$ cat src/rtl/cpu_flag_pkg.sv
package cpu_flag_pkg;

  typedef enum logic [3:0] {
    OP_ADD  = 4'd0,
    OP_SUB  = 4'd1,
    OP_AND  = 4'd2,
    OP_IOR  = 4'd3,
    OP_XOR  = 4'd4,
    OP_RLC  = 4'd5,
    OP_RRC  = 4'd6,
    OP_CLR  = 4'd7,
    OP_MOV  = 4'd8,
    OP_SWAP = 4'd9
  } alu_op_e;

  // status byte bit positions
  localparam int unsigned ST_C   = 0;
  localparam int unsigned ST_DC  = 1;
  localparam int unsigned ST_Z   = 2;
  localparam int unsigned ST_PD  = 3;
  localparam int unsigned ST_TO  = 4;
  localparam int unsigned ST_RP0 = 5;
  localparam int unsigned ST_RP1 = 6;
  localparam int unsigned ST_IRP = 7;

  localparam int unsigned NFLAG = 3;
  localparam logic [7:0] ST_RESET = 8'h18;

  typedef struct packed {
    logic z;
    logic dc;
    logic c;
  } flag_t;

endpackage

$ cat src/rtl/flag_alu.sv
module flag_alu
  import cpu_flag_pkg::*;
#(
  parameter int DW = 8
) (
  input  logic [DW-1:0] a_i,
  input  logic [DW-1:0] b_i,
  input  alu_op_e       op_i,
  input  logic          c_in_i,
  output logic [DW-1:0] res_o,
  output flag_t         calc_o,
  output flag_t         aff_o
);

  localparam int NIB = DW / 2;

  logic [DW:0]   wide;
  logic [NIB:0]  half;
  logic [DW-1:0] b_eff;
  logic          cin;

  always_comb begin
    b_eff  = b_i;
    cin    = 1'b0;
    wide   = '0;
    half   = '0;
    res_o  = a_i;
    calc_o = '0;
    aff_o  = '0;
    case (op_i)
      OP_ADD, OP_SUB: begin
        if (op_i == OP_SUB) begin
          b_eff = ~b_i;
          cin   = 1'b1;
        end
        wide = {1'b0, a_i} + {1'b0, b_eff} + {{DW{1'b0}}, cin};
        half = {1'b0, a_i[NIB-1:0]} + {1'b0, b_eff[NIB-1:0]} + {{NIB{1'b0}}, cin};
        res_o     = wide[DW-1:0];
        calc_o.c  = wide[DW];
        calc_o.dc = half[NIB];
        aff_o     = '1;
      end
      OP_AND: begin res_o = a_i & b_i; aff_o.z = 1'b1; end
      OP_IOR: begin res_o = a_i | b_i; aff_o.z = 1'b1; end
      OP_XOR: begin res_o = a_i ^ b_i; aff_o.z = 1'b1; end
      OP_RLC: begin
        res_o    = {a_i[DW-2:0], c_in_i};
        calc_o.c = a_i[DW-1];
        aff_o.c  = 1'b1;
      end
      OP_RRC: begin
        res_o    = {c_in_i, a_i[DW-1:1]};
        calc_o.c = a_i[0];
        aff_o.c  = 1'b1;
      end
      OP_CLR:  begin res_o = '0; aff_o.z = 1'b1; end
      OP_SWAP: res_o = {a_i[NIB-1:0], a_i[DW-1:NIB]};
      default: res_o = a_i;
    endcase
    calc_o.z = (res_o == '0);
  end

endmodule

$ cat src/rtl/flag_merge.sv
module flag_merge
  import cpu_flag_pkg::*;
(
  input  logic  exec_i,
  input  logic  dst_i,
  input  flag_t wr_flags_i,
  input  logic  wr_rp0_i,
  input  flag_t calc_i,
  input  flag_t aff_i,
  input  flag_t cur_i,
  input  logic  rp0_q_i,
  output flag_t flg_d_o,
  output logic  rp0_d_o
);

  logic [NFLAG-1:0] wr_v, calc_v, aff_v, cur_v, nxt_v;
  logic             any_aff;
  logic             direct_wr;

  assign wr_v      = wr_flags_i;
  assign calc_v    = calc_i;
  assign aff_v     = aff_i;
  assign cur_v     = cur_i;
  assign any_aff   = |aff_v;
  // data write reaches the flags only when the instruction touches none of them
  assign direct_wr = exec_i & dst_i & ~any_aff;

  for (genvar gi = 0; gi < NFLAG; gi++) begin : g_flag
    assign nxt_v[gi] = direct_wr                ? wr_v[gi]   :
                       (exec_i & aff_v[gi])     ? calc_v[gi] :
                                                  cur_v[gi];
  end

  assign flg_d_o = flag_t'(nxt_v);
  assign rp0_d_o = (exec_i & dst_i) ? wr_rp0_i : rp0_q_i;

endmodule

$ cat src/rtl/flag_event_ctl.sv
module flag_event_ctl (
  input  logic to_q_i,
  input  logic pd_q_i,
  input  logic wdt_clr_i,
  input  logic sleep_i,
  input  logic wdt_to_i,
  output logic to_d_o,
  output logic pd_d_o
);

  always_comb begin
    to_d_o = to_q_i;
    if (wdt_to_i)                 to_d_o = 1'b0;
    else if (wdt_clr_i | sleep_i) to_d_o = 1'b1;

    pd_d_o = pd_q_i;
    if (sleep_i)        pd_d_o = 1'b0;
    else if (wdt_clr_i) pd_d_o = 1'b1;
  end

endmodule

$ cat src/rtl/cpu_flag_reg.sv
module cpu_flag_reg
  import cpu_flag_pkg::*;
#(
  parameter int DW = 8
) (
  input  logic          clk,
  input  logic          rst_n,
  input  logic [DW-1:0] op_a_i,
  input  logic [DW-1:0] op_b_i,
  input  logic [3:0]    op_sel_i,
  input  logic          exec_i,
  input  logic          dst_stat_i,
  input  logic          por_i,
  input  logic          wdt_clr_i,
  input  logic          sleep_i,
  input  logic          wdt_to_i,
  output logic [7:0]    status_o,
  output logic [DW-1:0] result_o,
  output logic          bank_sel_o
);

  logic [7:0]    st_q, st_d;
  logic          upd;
  logic [DW-1:0] res;
  flag_t         calc, aff, cur, flg_d, wr_flags;
  logic          rp0_d, to_d, pd_d;

  assign cur      = flag_t'({st_q[ST_Z], st_q[ST_DC], st_q[ST_C]});
  assign wr_flags = flag_t'({res[ST_Z], res[ST_DC], res[ST_C]});

  flag_alu #(.DW(DW)) u_alu (
    .a_i    (op_a_i),
    .b_i    (op_b_i),
    .op_i   (alu_op_e'(op_sel_i)),
    .c_in_i (st_q[ST_C]),
    .res_o  (res),
    .calc_o (calc),
    .aff_o  (aff)
  );

  flag_merge u_merge (
    .exec_i     (exec_i),
    .dst_i      (dst_stat_i),
    .wr_flags_i (wr_flags),
    .wr_rp0_i   (res[ST_RP0]),
    .calc_i     (calc),
    .aff_i      (aff),
    .cur_i      (cur),
    .rp0_q_i    (st_q[ST_RP0]),
    .flg_d_o    (flg_d),
    .rp0_d_o    (rp0_d)
  );

  flag_event_ctl u_evt (
    .to_q_i    (st_q[ST_TO]),
    .pd_q_i    (st_q[ST_PD]),
    .wdt_clr_i (wdt_clr_i),
    .sleep_i   (sleep_i),
    .wdt_to_i  (wdt_to_i),
    .to_d_o    (to_d),
    .pd_d_o    (pd_d)
  );

  // next-state
  always_comb begin
    upd          = por_i | exec_i | wdt_clr_i | sleep_i | wdt_to_i;
    st_d         = st_q;
    st_d[ST_IRP] = 1'b0;
    st_d[ST_RP1] = 1'b0;
    st_d[ST_RP0] = rp0_d;
    st_d[ST_TO]  = to_d;
    st_d[ST_PD]  = pd_d;
    st_d[ST_Z]   = flg_d.z;
    st_d[ST_DC]  = flg_d.dc;
    st_d[ST_C]   = flg_d.c;
    if (por_i) st_d = ST_RESET;
  end

  // register with clock enable
  always_ff @(posedge clk or negedge rst_n) begin
    if (!rst_n)   st_q <= ST_RESET;
    else if (upd) st_q <= st_d;
  end

  assign status_o   = st_q;
  assign result_o   = res;
  assign bank_sel_o = st_q[ST_RP0];

endmodule

$ cat config.mk
export PLATFORM = sky130hd
export DESIGN_NAME = cpu_flag_reg
export DESIGN_NICKNAME = d
export VERILOG_FILES = /design/src/rtl/cpu_flag_pkg.sv /design/src/rtl/flag_alu.sv /design/src/rtl/flag_merge.sv /design/src/rtl/flag_event_ctl.sv /design/src/rtl/cpu_flag_reg.sv
export SDC_FILE = /design/constraint.sdc
export NUM_CORES = 1
export LEC_CHECK = 0
export BUFFER_PORTS_ARGS = -buffer_cell sky130_fd_sc_hd__buf_2
export CAP_MARGIN = 10
export CORE_ASPECT_RATIO = 1.75
export CORE_MARGIN = 8
export CORE_UTILIZATION = 50
export DETAILED_ROUTE_END_ITERATION = 16
export PLACE_DENSITY = 0.76
export SETUP_SLACK_MARGIN = 0.5
export SLEW_MARGIN = 10
export SYNTH_ARGS = -nofsm -noshare
export SYNTH_HDL_FRONTEND = slang
export SYNTH_SLANG_ARGS = --single-unit
export TNS_END_PERCENT = 20
$ cat constraint.sdc
create_clock -name clk -period 2.5 [get_ports clk]
set_clock_uncertainty 0.05 [all_clocks]
set_input_delay 0 -clock clk [delete_from_list [all_inputs] [get_ports clk]]
set_output_delay 0 -clock clk [all_outputs]
set_load 0.01 [all_outputs]
* After elaboration in Yosys (flattened, before gate mapping) *
Index checks and enable logic that the tools add are counted.

word-level totals
  register bits after elaboration = 8
  input bits = 28
  output and inout port bits = 17
  word-level logic and storage cells = 74

operators by class
  add/sub/neg operators = 4
  eq/ne operators = 8
  mux-type cells = 22
  bitwise logic cells = 15
  reductions and logical operators = 18

operators with widths
  cell                                            count
  one-hot mux 8 bit (8 select lines)              1
  2-to-1 mux 1 bit                                17
  == test 4 x 3 -> 1 bit (second input constant)  4
  2-to-1 mux 8 bit                                2
  nonzero test 3 bit                              5
  AND reduction 2 bit                             6
  adder 8 x 8 -> 9 bit                            1
  adder 9 x 1 -> 9 bit                            1
  AND 8 bit                                       1
  == test 4 x 2 -> 1 bit (second input constant)  2
  logical NOT 8 bit                               1
  inverter 8 bit                                  1
  bitwise OR 8 bit                                1
  bitwise XOR 8 bit                               1
  2-to-1 mux 6 bit                                1
  OR reduction 6 bit                              1
  adder 4 x 4 -> 5 bit                            1
  adder 5 x 1 -> 5 bit                            1
  AND 1 bit                                       5
  bitwise OR 1 bit                                5
  == test 4 x 1 -> 1 bit (second input constant)  1
  == test 4 bit (second input constant)           1
  logical NOT 4 bit                               1
  OR reduction 4 bit                              1
  5 further kinds                                 5

* Logic depth before layout (Yosys ltp) *
Gate-level depths: netlist of the first run.

  depth after elaboration = 10
  depth in mapped cells = 13
  mapped depth without buffers = 11

* By module *
Synthesis of the first run repeated with hierarchy kept, for this count alone.

unflattened totals
  cells, all modules = 249
  area total of the unflattened synthesis = 1,906.8 µm²

modules (own cells, without submodules)
  module          times used  cells each  area each (µm²)  seq. area each (µm²)
  flag_alu        1           203         1,435.1          0.0
  cpu_flag_reg    1           30          329.1            152.6
  flag_merge      1           12          126.4            0.0
  flag_event_ctl  1           4           16.3             0.0

* Worst setup path before layout of the first run *
OpenSTA, ideal clock, no wires.

  kind = input to register
  from = input port op_sel_i[3]
  to = register st_q[2], in the netlist status_o[2]
  setup time = 0.096 ns
  arrival time = 2.854 ns
  data required time = 2.354 ns
  setup slack = -0.499 ns
  stages = 12
  buffers on the path = 2
  cells stage by stage = buf_4 nor4b_2 buf_4 xnor2_1 ha_1 a31o_2 a32o_1 a211oi_1 mux2i_1 o221ai_1 or4_1 o32ai_2

on the way
  word-level cells in the longest chain between the ends = 10
  elaborated cells on any way between the ends = 32
  those cells by class = add/sub (2); eq/ne (8); mux (11); bitwise (3); reduce/logical (8)

ends and longest elaborated chain
  item                                    line                            text
  start, declared                         cpu_flag_reg.sv:10              input logic [3:0] op_sel_i,
  == test 4 x 1 -> 1 bit                  flag_alu.sv:30, flag_alu.sv:32
  2-to-1 mux 8 bit                        flag_alu.sv:32                  if (op_i == OP_SUB) begin
  2-to-1 mux 8 bit                        flag_alu.sv:30                  case (op_i)
  adder 8 x 8 -> 9 bit                    flag_alu.sv:36                  wide = {1'b0, a_i} + {1'b0, b_eff} + {{DW{1'b0}}, cin};
  adder 9 x 1 -> 9 bit                    flag_alu.sv:36
  one-hot mux 8 bit (8 select lines) (*)  flag_alu.sv:30
  via result_o[7]                         cpu_flag_reg.sv:18              output logic [DW-1:0] result_o,
  logical NOT 8 bit (*)                   flag_alu.sv:60                  calc_o.z = (res_o == '0);
  2-to-1 mux 1 bit (*)                    flag_merge.sv:30                (exec_i & aff_v[gi]) ? calc_v[gi] :
  2-to-1 mux 1 bit (*)                    flag_merge.sv:29                assign nxt_v[gi] = direct_wr ? wr_v[gi] :
  2-to-1 mux 6 bit (*)                    cpu_flag_reg.sv:76              if (por_i) st_d = ST_RESET;
  end signal, assigned                    cpu_flag_reg.sv:82              else if (upd) st_q <= st_d;
  end, declared                           cpu_flag_reg.sv:22              logic [7:0] st_q, st_d;

Mark *: on every way through the listed nets, which the timed path passes. The rest lies on a longest branch. The select of a mux whose other input is x is not followed.
A chain may end at the register's enable or synchronous reset.

* Final worst setup path of the first run *
  from = input port op_sel_i[3]
  to = register st_q[2], in the netlist status_o[2]

on the way
  word-level cells in the longest chain between the ends = 10
  elaborated cells on any way between the ends = 32
  those cells by class = add/sub (2); eq/ne (8); mux (11); bitwise (3); reduce/logical (8)

ends and longest elaborated chain
  item                                line
  == test 4 x 1 -> 1 bit              flag_alu.sv:30, flag_alu.sv:32
  2-to-1 mux 8 bit                    flag_alu.sv:32
  2-to-1 mux 8 bit                    flag_alu.sv:30
  adder 8 x 8 -> 9 bit                flag_alu.sv:36
  adder 9 x 1 -> 9 bit                flag_alu.sv:36
  one-hot mux 8 bit (8 select lines)  flag_alu.sv:30
  logical NOT 8 bit                   flag_alu.sv:60
  2-to-1 mux 1 bit                    flag_merge.sv:30
  2-to-1 mux 1 bit                    flag_merge.sv:29
  2-to-1 mux 6 bit                    cpu_flag_reg.sv:76

Parallel ways exist; a longest one is shown, timed or not. The select of a mux whose other input is x is not followed.

==> results.py, run 1 <==
metrics = {
    "status": {
        "failed_checks": "negative setup slack",
        "run_status": "finished, violations left",
    },
    "synthesis": {
        "synthAdderAreaFrac": 0.187,
        "main_combinational_cell_family_by_area_after_synthesis": "compound AO/OA/AOI/OAI gates",
        "post_synth.cell_area_avg_um2": 7.37,
        "portion_of_the_post_synthesis_area_used_by_sequential_elements": 0.0892,
        "syn_area_mm2": 0.00171,
        "synthesis.yosys.warnings": 0,
        "synth-xor-area-share": 0.0563,
        "post_synth_and_or_nand_nor_area_fraction": 0.219,
        "postSynth.asyncResetShare": 1.00,
        "dominantRegCellSynth": "sky130_fd_sc_hd__dfrtp_1",
        "synth_compound_gate_area_share": 0.292,
        "cells_after_synth": 232,
        "ys_ff_latch": 6,
        "synth.lib_cells_used.distinct": 53,
        "post_synth_edffs": 0,
        "synth.mux.area_fraction": 0.0468,
    },
    "floorplan": {
        "floorplan.initialDensity": 0.514,
        "ioPinCount": 45,
        "chipWidth_um": 60.2,
        "num_rows": 28,
        "floorplan.die.height_um": 93.4,
        "core_mm2": 0.00333,
        "floorplan_die_area_mm2": 0.00562,
    },
    "finish": {
        "fin_area_mm2": 0.00260,
        "flow.area_growth_from_synthesis_pct": 52.1,
        "fillers": 226,
        "number_of_flip_flops_under_the_largest_register_name": 6,
        "antenna_cells_inserted": 0,
        "nets": 371,
        "finish.utilization": 0.782,
        "drive_gt1_frac": 0.394,
    },
    "global_route": {
        "antenna_violations_before_repair": 0,
        "track_usage": 0.248,
        "grt_first_pass_wirelength_mm": 10.8,
        "grt_max_degree": 26,
        "grt_pass1_vias": 2294,
        "grt_overflow_total": 0,
    },
    "setup_path": {
        "rrSetupSlack_ns": 0.22,
        "r2r_cells": 6,
        "worst-path-max-fanout": 3,
        "cp_data_arrival_time_ns": 2.75,
        "crit_path_end_kind": "register",
        "worstReg2RegEnd": "status_o[2]",
        "worst-endpoint-required_ns": 2.59,
        "setup_crit_path_kind": "in -> reg",
        "critical_path.startpoint_type": "input pin",
        "rr_startpoint": "status_o[0]",
    },
    "placed_design": {
        "io_buffers": 42,
        "place.gp.congestion": 1.00,
        "placed_cell_area_mm2": 0.00224,
        "preCtsSetupSlack_ns": -0.522,
        "dpl.hpwl_mm": 4.98,
    },
    "drt": {
        "m1WireLength_mm": 2.33,
        "final_antenna_net_count": 0,
        "viasPerCell": 6.19,
        "number_of_remaining_drc_errors": 0,
        "route.detailed.wl_per_inst_um": 19.0,
        "met2RoutedLength_mm": 3.52,
        "route.top_layer_used": "met4",
        "initialDrtViolationCount": 102,
        "drt_pass1_iterations": 4,
        "vias": 2241,
        "routed_wirelength_mm": 6.89,
        "wl_met3_um": 497,
    },
    "clock_tree": {
        "clockBufferDepth": 2,
        "cts_max_level": 1,
        "cts_tree": "yes",
        "cts_root_buf": "sky130_fd_sc_hd__clkbuf_8",
        "clk_pin_slew_worst_paths_ns": 0.04,
        "clock-sinks": 6,
        "clkLatencyLatePin_ns": 0.23,
        "tritoncts.num_buffers": 3,
    },
    "hold_path": {
        "hold_class": "in -> reg",
        "hold_depth": 3,
        "hp_start": "dst_stat_i",
        "holdPathEnd": "status_o[5]",
    },
    "sta": {
        "setup_slack_ns": -0.163,
        "maxClockFrequency_ghz": 0.376,
        "setup_viol": 2,
        "period_needed_ns": 2.66,
        "hold-worst-slack_ns": 0.0258,
        "finalHoldViolations": 0,
        "layout_worst_path_cycle_share": 1.07,
        "rsz0062_at_grt": "yes",
        "maxSlewViolCount": 0,
    },
    "power_and_ir_drop": {
        "irDropWorstVdd_mv": 0.397,
        "power_density_mw_per_mm2": 309,
        "total_leakage_power_nw": 1.24,
    },
    "job": {
        "cap_violations": 0,
    },
}
per-layer routing:
metal  track usage  up-vias
met5             0        -
met4         0.202        0
met3        0.0399       49
met2         0.443      154
met1         0.233     1021
li1              -     1017
what timing repair did:
action                     CTS  global route
setup endpoints to repair   11            11
pin swaps                   24            16
hold endpoints to repair    12             0
gates cloned                 0             0
buffers inserted             3             1
resized for setup           29            12
hold buffers                 5             0
cells by family after synthesis:
logic type | after synthesis
AO/OA/AOI/OAI | 71
AND/OR/NAND/NOR | 72
adder cells (fa/ha/maj) | 25
flip-flops | 6
multiplexers | 8
buffers and inverters | 38
other | 1
XOR/XNOR | 11
power by group:
| part | internal [W] | leakage [nW] | switching [W] |
|---|---|---|---|
| Combinational | 0.000261 | 1.14 | 0.000274 |
| Sequential | 0.000104 | 0.0758 | 0.00000376 |
| Clock | 0.000110 | 0.0228 | 0.0000494 |
| Total | 0.000476 | 1.24 | 0.000328 |
through the flow:
step	TNS, ns	power, W	instances
after detailed placement	-1.32	0.000542	349
after global routing	-0.542	0.000851	362
final	-0.255	0.000803	362
after floorplan	-0.393	0.000351	233
after global placement	-1.04	0.000534	349
after CTS	-0.234	0.000757	361
synthesized netlist by cell type, drive strengths merged (2+ instances only):
library cell / n / area [um^2]
o32ai: 3 / 33.8
o21bai: 2 / 15.0
a211oi: 5 / 37.5
nor3: 4 / 20.0
buf: 13 / 90.1
clkbuf: 5 / 18.8
and2: 2 / 12.5
nor2: 22 / 82.6
nand3: 7 / 35.0
a31oi: 6 / 37.5
o21ai: 14 / 70.1
nand2b: 8 / 50.1
nand4: 2 / 12.5
ha: 24 / 300
a22oi: 2 / 15.0
dfstp: 2 / 52.6
a221oi: 2 / 17.5
dfrtp: 4 / 100
a21o: 3 / 22.5
nor2b: 6 / 45.0
mux2i: 8 / 80.1
a31o: 2 / 17.5
o2bb2ai: 2 / 17.5
xor2: 2 / 17.5
xnor2: 9 / 78.8
a21oi: 12 / 60.1
o221ai: 2 / 17.5
o22ai: 5 / 31.3
inv: 20 / 75.1
nand2: 14 / 52.6
or4: 2 / 15.0
critical path, stage by stage:
cell and delay [ns]:
sky130_fd_sc_hd__buf_8 0.10, sky130_fd_sc_hd__nor4b_4 0.33, sky130_fd_sc_hd__buf_4 0.22, sky130_fd_sc_hd__buf_4 0.13
sky130_fd_sc_hd__nand2_1 0.06, sky130_fd_sc_hd__o21ai_2 0.07, sky130_fd_sc_hd__fa_2 0.45, sky130_fd_sc_hd__a31oi_1 0.15
sky130_fd_sc_hd__a21oi_1 0.09, sky130_fd_sc_hd__o32a_1 0.33, sky130_fd_sc_hd__nand2b_1 0.15, sky130_fd_sc_hd__or4_4 0.49
sky130_fd_sc_hd__o32ai_2 0.21
placed cells by master (no fill, tap or decap), types with 4 or more instances in the layout:
cell type	netlist	final
sky130_fd_sc_hd__buf_4	10	46
sky130_fd_sc_hd__buf_2	3	37
sky130_fd_sc_hd__nor2_1	22	22
sky130_fd_sc_hd__ha_1	24	21
sky130_fd_sc_hd__inv_1	20	20
sky130_fd_sc_hd__nand2_1	14	14
sky130_fd_sc_hd__a21oi_1	12	11
sky130_fd_sc_hd__o21ai_0	13	11
sky130_fd_sc_hd__buf_6	0	9
sky130_fd_sc_hd__nand2b_1	8	8
sky130_fd_sc_hd__mux2i_1	8	8
sky130_fd_sc_hd__nand3_1	7	6
sky130_fd_sc_hd__nor2b_1	5	5
sky130_fd_sc_hd__xnor2_1	9	5
sky130_fd_sc_hd__o22ai_1	5	5
sky130_fd_sc_hd__dlygate4sd3_1	0	5
sky130_fd_sc_hd__a31oi_1	6	4
sky130_fd_sc_hd__nor3_1	4	4
sky130_fd_sc_hd__a211oi_1	5	4
sky130_fd_sc_hd__dfrtp_1	4	4
worst max-delay path by stage:
stage / startpoint / to / slack [ns] / depth (start not counted)
final: op_sel_i[3] / status_o[2] / -0.16 / 13
after global routing: op_sel_i[3] / status_o[2] / -0.28 / 13
after CTS: op_sel_i[1] / status_o[2] / -0.14 / 13
after detailed placement: op_sel_i[2] / status_o[2] / -0.52 / 12
after global placement: op_sel_i[2] / status_o[2] / -0.45 / 12
after floorplan: op_sel_i[3] / status_o[2] / -0.39 / 12
final cells by class:
type	instances	area, um^2	area share
Clock buffer	4	45.0	0.0173
Sequential cell	6	153	0.0587
Inverter	20	75.1	0.0289
Multi-Input combinational cell	189	1580	0.606
Tap cell	45	56.3	0.0216
Timing Repair Buffer	98	697	0.268
Note: power is estimated with default switching activity, not from simulation.
==> inputs of run 2 (changes only) <==
--- a/config.mk
+++ b/config.mk
@@ -12,7 +12,6 @@
 export CORE_UTILIZATION = 50
 export DETAILED_ROUTE_END_ITERATION = 16
 export PLACE_DENSITY = 0.76
-export SETUP_SLACK_MARGIN = 0.5
 export SLEW_MARGIN = 10
 export SYNTH_ARGS = -nofsm -noshare
 export SYNTH_HDL_FRONTEND = slang
==> results.py, run 2 (synthesis gave the netlist of run 1 again) <==
metrics = {
    "floorplan": {
        "chipWidth_um": 60.2,
        "floorplan_die_area_mm2": 0.00562,
        "ioPinCount": 45,
        "num_rows": 28,
        "floorplan.die.height_um": 93.4,
        "core_mm2": 0.00333,
        "floorplan.initialDensity": 0.514,
    },
    "sta": {
        "rsz0062_at_grt": "yes",
        "period_needed_ns": 2.68,
        "maxSlewViolCount": 0,
        "setup_slack_ns": -0.183,
        "setup_tns_ns": -0.291,
        "maxClockFrequency_ghz": 0.373,
        "finalHoldViolations": 0,
        "worst_slew_pin_slew_ns": 0.512,
        "setup_viol": 3,
        "layout_worst_path_cycle_share": 1.07,
        "slew_headroom": 0.658,
    },
    "finish": {
        "antenna_cells_inserted": 0,
        "fillers": 252,
        "number_of_flip_flops_under_the_largest_register_name": 6,
        "drive_gt1_frac": 0.380,
        "leading_cell_type_in_the_layout_fill_and_taps_excluded": "sky130_fd_sc_hd__buf_4",
        "nets": 370,
        "area_of_combinational_cells_with_multiple_inputs_mm2": 0.00150,
        "mostFrequentLayoutCells": "sky130_fd_sc_hd__buf_4, sky130_fd_sc_hd__buf_2, sky130_fd_sc_hd__ha_1",
        "flow.area_growth_from_synthesis_pct": 44.4,
        "area_of_all_sequential_standard_cells_um2": 153,
    },
    "placed_design": {
        "dpl.hpwl_mm": 4.98,
        "preCtsSetupSlack_ns": -0.522,
        "place.gp.congestion": 1.00,
        "io_buffers": 42,
    },
    "setup_path": {
        "critical_path.startpoint_type": "input pin",
        "critical-path-top-cell-by-count": "sky130_fd_sc_hd__buf_4",
        "critical-path-max-stage-delay_ns": 0.51,
        "worstPathCellList": "buf_2 > nor4b_4 > buf_4 > buf_4 > nand2_1 > o21ai_2 > fa_2 > a31oi_1 > a21oi_1 > o32a_1 > nand2b_1 > or4_4 > o32ai_2",
        "setup_crit_path_kind": "in -> reg",
        "cp_data_arrival_time_ns": 2.78,
        "slowest_stage": "sky130_fd_sc_hd__or4_4",
        "crit_path_end_kind": "register",
        "r2r_cells": 6,
        "worst-endpoint-required_ns": 2.60,
        "worst-path-max-fanout": 3,
    },
    "clock_tree": {
        "cts_tree": "yes",
        "cts_root_buf": "sky130_fd_sc_hd__clkbuf_8",
        "clk_pin_slew_worst_paths_ns": 0.04,
        "cts_max_level": 1,
        "clockBufferDepth": 2,
        "tritoncts.num_buffers": 3,
        "clock-sinks": 6,
        "clkLatencyLatePin_ns": 0.24,
    },
    "status": {
        "run_status": "finished, violations left",
        "failed_checks": "negative setup slack",
    },
    "hold_path": {
        "hold_class": "in -> reg",
        "hold_depth": 3,
    },
    "global_route": {
        "antenna_violations_before_repair": 0,
        "grt_overflow_total": 0,
        "grt_first_pass_wirelength_mm": 10.2,
        "grt_pass1_vias": 2210,
        "track_usage": 0.231,
        "grt_max_degree": 26,
    },
    "power_and_ir_drop": {
        "power.switching_w": 0.000309,
        "irDropWorstVdd_mv": 0.378,
        "combPwrFrac": 0.643,
        "total_leakage_power_nw": 1.21,
        "switching_share": 0.408,
        "share_seq_of_total_power": 0.143,
        "clkPwrFrac": 0.214,
        "power_density_mw_per_mm2": 306,
        "internal_power_w": 0.000447,
    },
    "drt": {
        "number_of_remaining_drc_errors": 0,
        "viasPerCell": 6.02,
        "initialDrtViolationCount": 103,
        "vias": 2172,
        "drt_pass1_iterations": 5,
        "routed_wirelength_mm": 6.38,
        "final_antenna_net_count": 0,
        "route.detailed.wl_per_inst_um": 17.7,
    },
    "job": {
        "cap_violations": 0,
    },
}
[run 2: power groups by stage]
stage	registers (W)	logic [W]	clock network, W
2_1_floorplan	0.000110	0.000241	0
3_3_place_gp	0.000109	0.000425	0
3_5_place_dp	0.000109	0.000434	0
4_1_cts	0.000108	0.000467	0.000163
5_1_grt	0.000109	0.000526	0.000167
6_report	0.000108	0.000486	0.000162
[run 2: per-layer routing]
layer | GRT usage | wire length [um] | share of wire
met1 | 0.225 | 2170 | 0.34
met2 | 0.413 | 3340 | 0.52
met3 | 0.0413 | 460 | 0.072
met4 | 0.164 | 405 | 0.063
met5 | 0 | 0 | 0
[run 2: worst paths after layout]
kind,startpoint,slack (ns),end
worst max-delay path,op_sel_i[2],-0.18,status_o[2]
min in group asynchronous,rst_n,0.07,status_o[2]
worst min register to register,status_o[3],0.50,status_o[3]
worst min-delay path,dst_stat_i,0.02,status_o[5]
max in group asynchronous,rst_n,2.09,status_o[3]
worst max register to register,status_o[0],0.25,status_o[2]
[run 2: layout make-up]
| class | instances | share of cell area |
|---|---|---|
| tap | 45 | 0.0228 |
| multi-input combinational | 189 | 0.605 |
| inverter | 20 | 0.0304 |
| sequential | 6 | 0.0618 |
| timing repair buffer | 97 | 0.261 |
| clock buffer | 4 | 0.0182 |
[run 2: metrics by stage]
stage / hold WS (ns) / util / instance area, um^2 / instances / power [W]
floorplan: -0.346 / - / 1730 / 233 / 0.000351
global placement: -0.216 / 0.674 / 2240 / 349 / 0.000534
detailed placement: -0.215 / 0.674 / 2240 / 349 / 0.000542
CTS: 0.00633 / 0.733 / 2440 / 361 / 0.000738
global route: 0.0289 / 0.742 / 2470 / 361 / 0.000801
finish: 0.0172 / 0.742 / 2470 / 361 / 0.000756
[run 2: repair_timing]
action / 4_1_cts / 5_1_grt
hold buffers: 5 / 0
gates resized for setup: 15 / 6
hold endpoints to repair: 12 / 0
endpoints found under the setup margin: 5 / 6
pin swaps: 11 / 10
setup buffers: 3 / 0
[run 2: critical path: cells and delay by family]
kind / cells / cell delay [ns]
fa+ha+maj: 1 / 0.44
compound gates: 5 / 0.83
buf+inv: 3 / 0.43
simple gates: 4 / 1.05
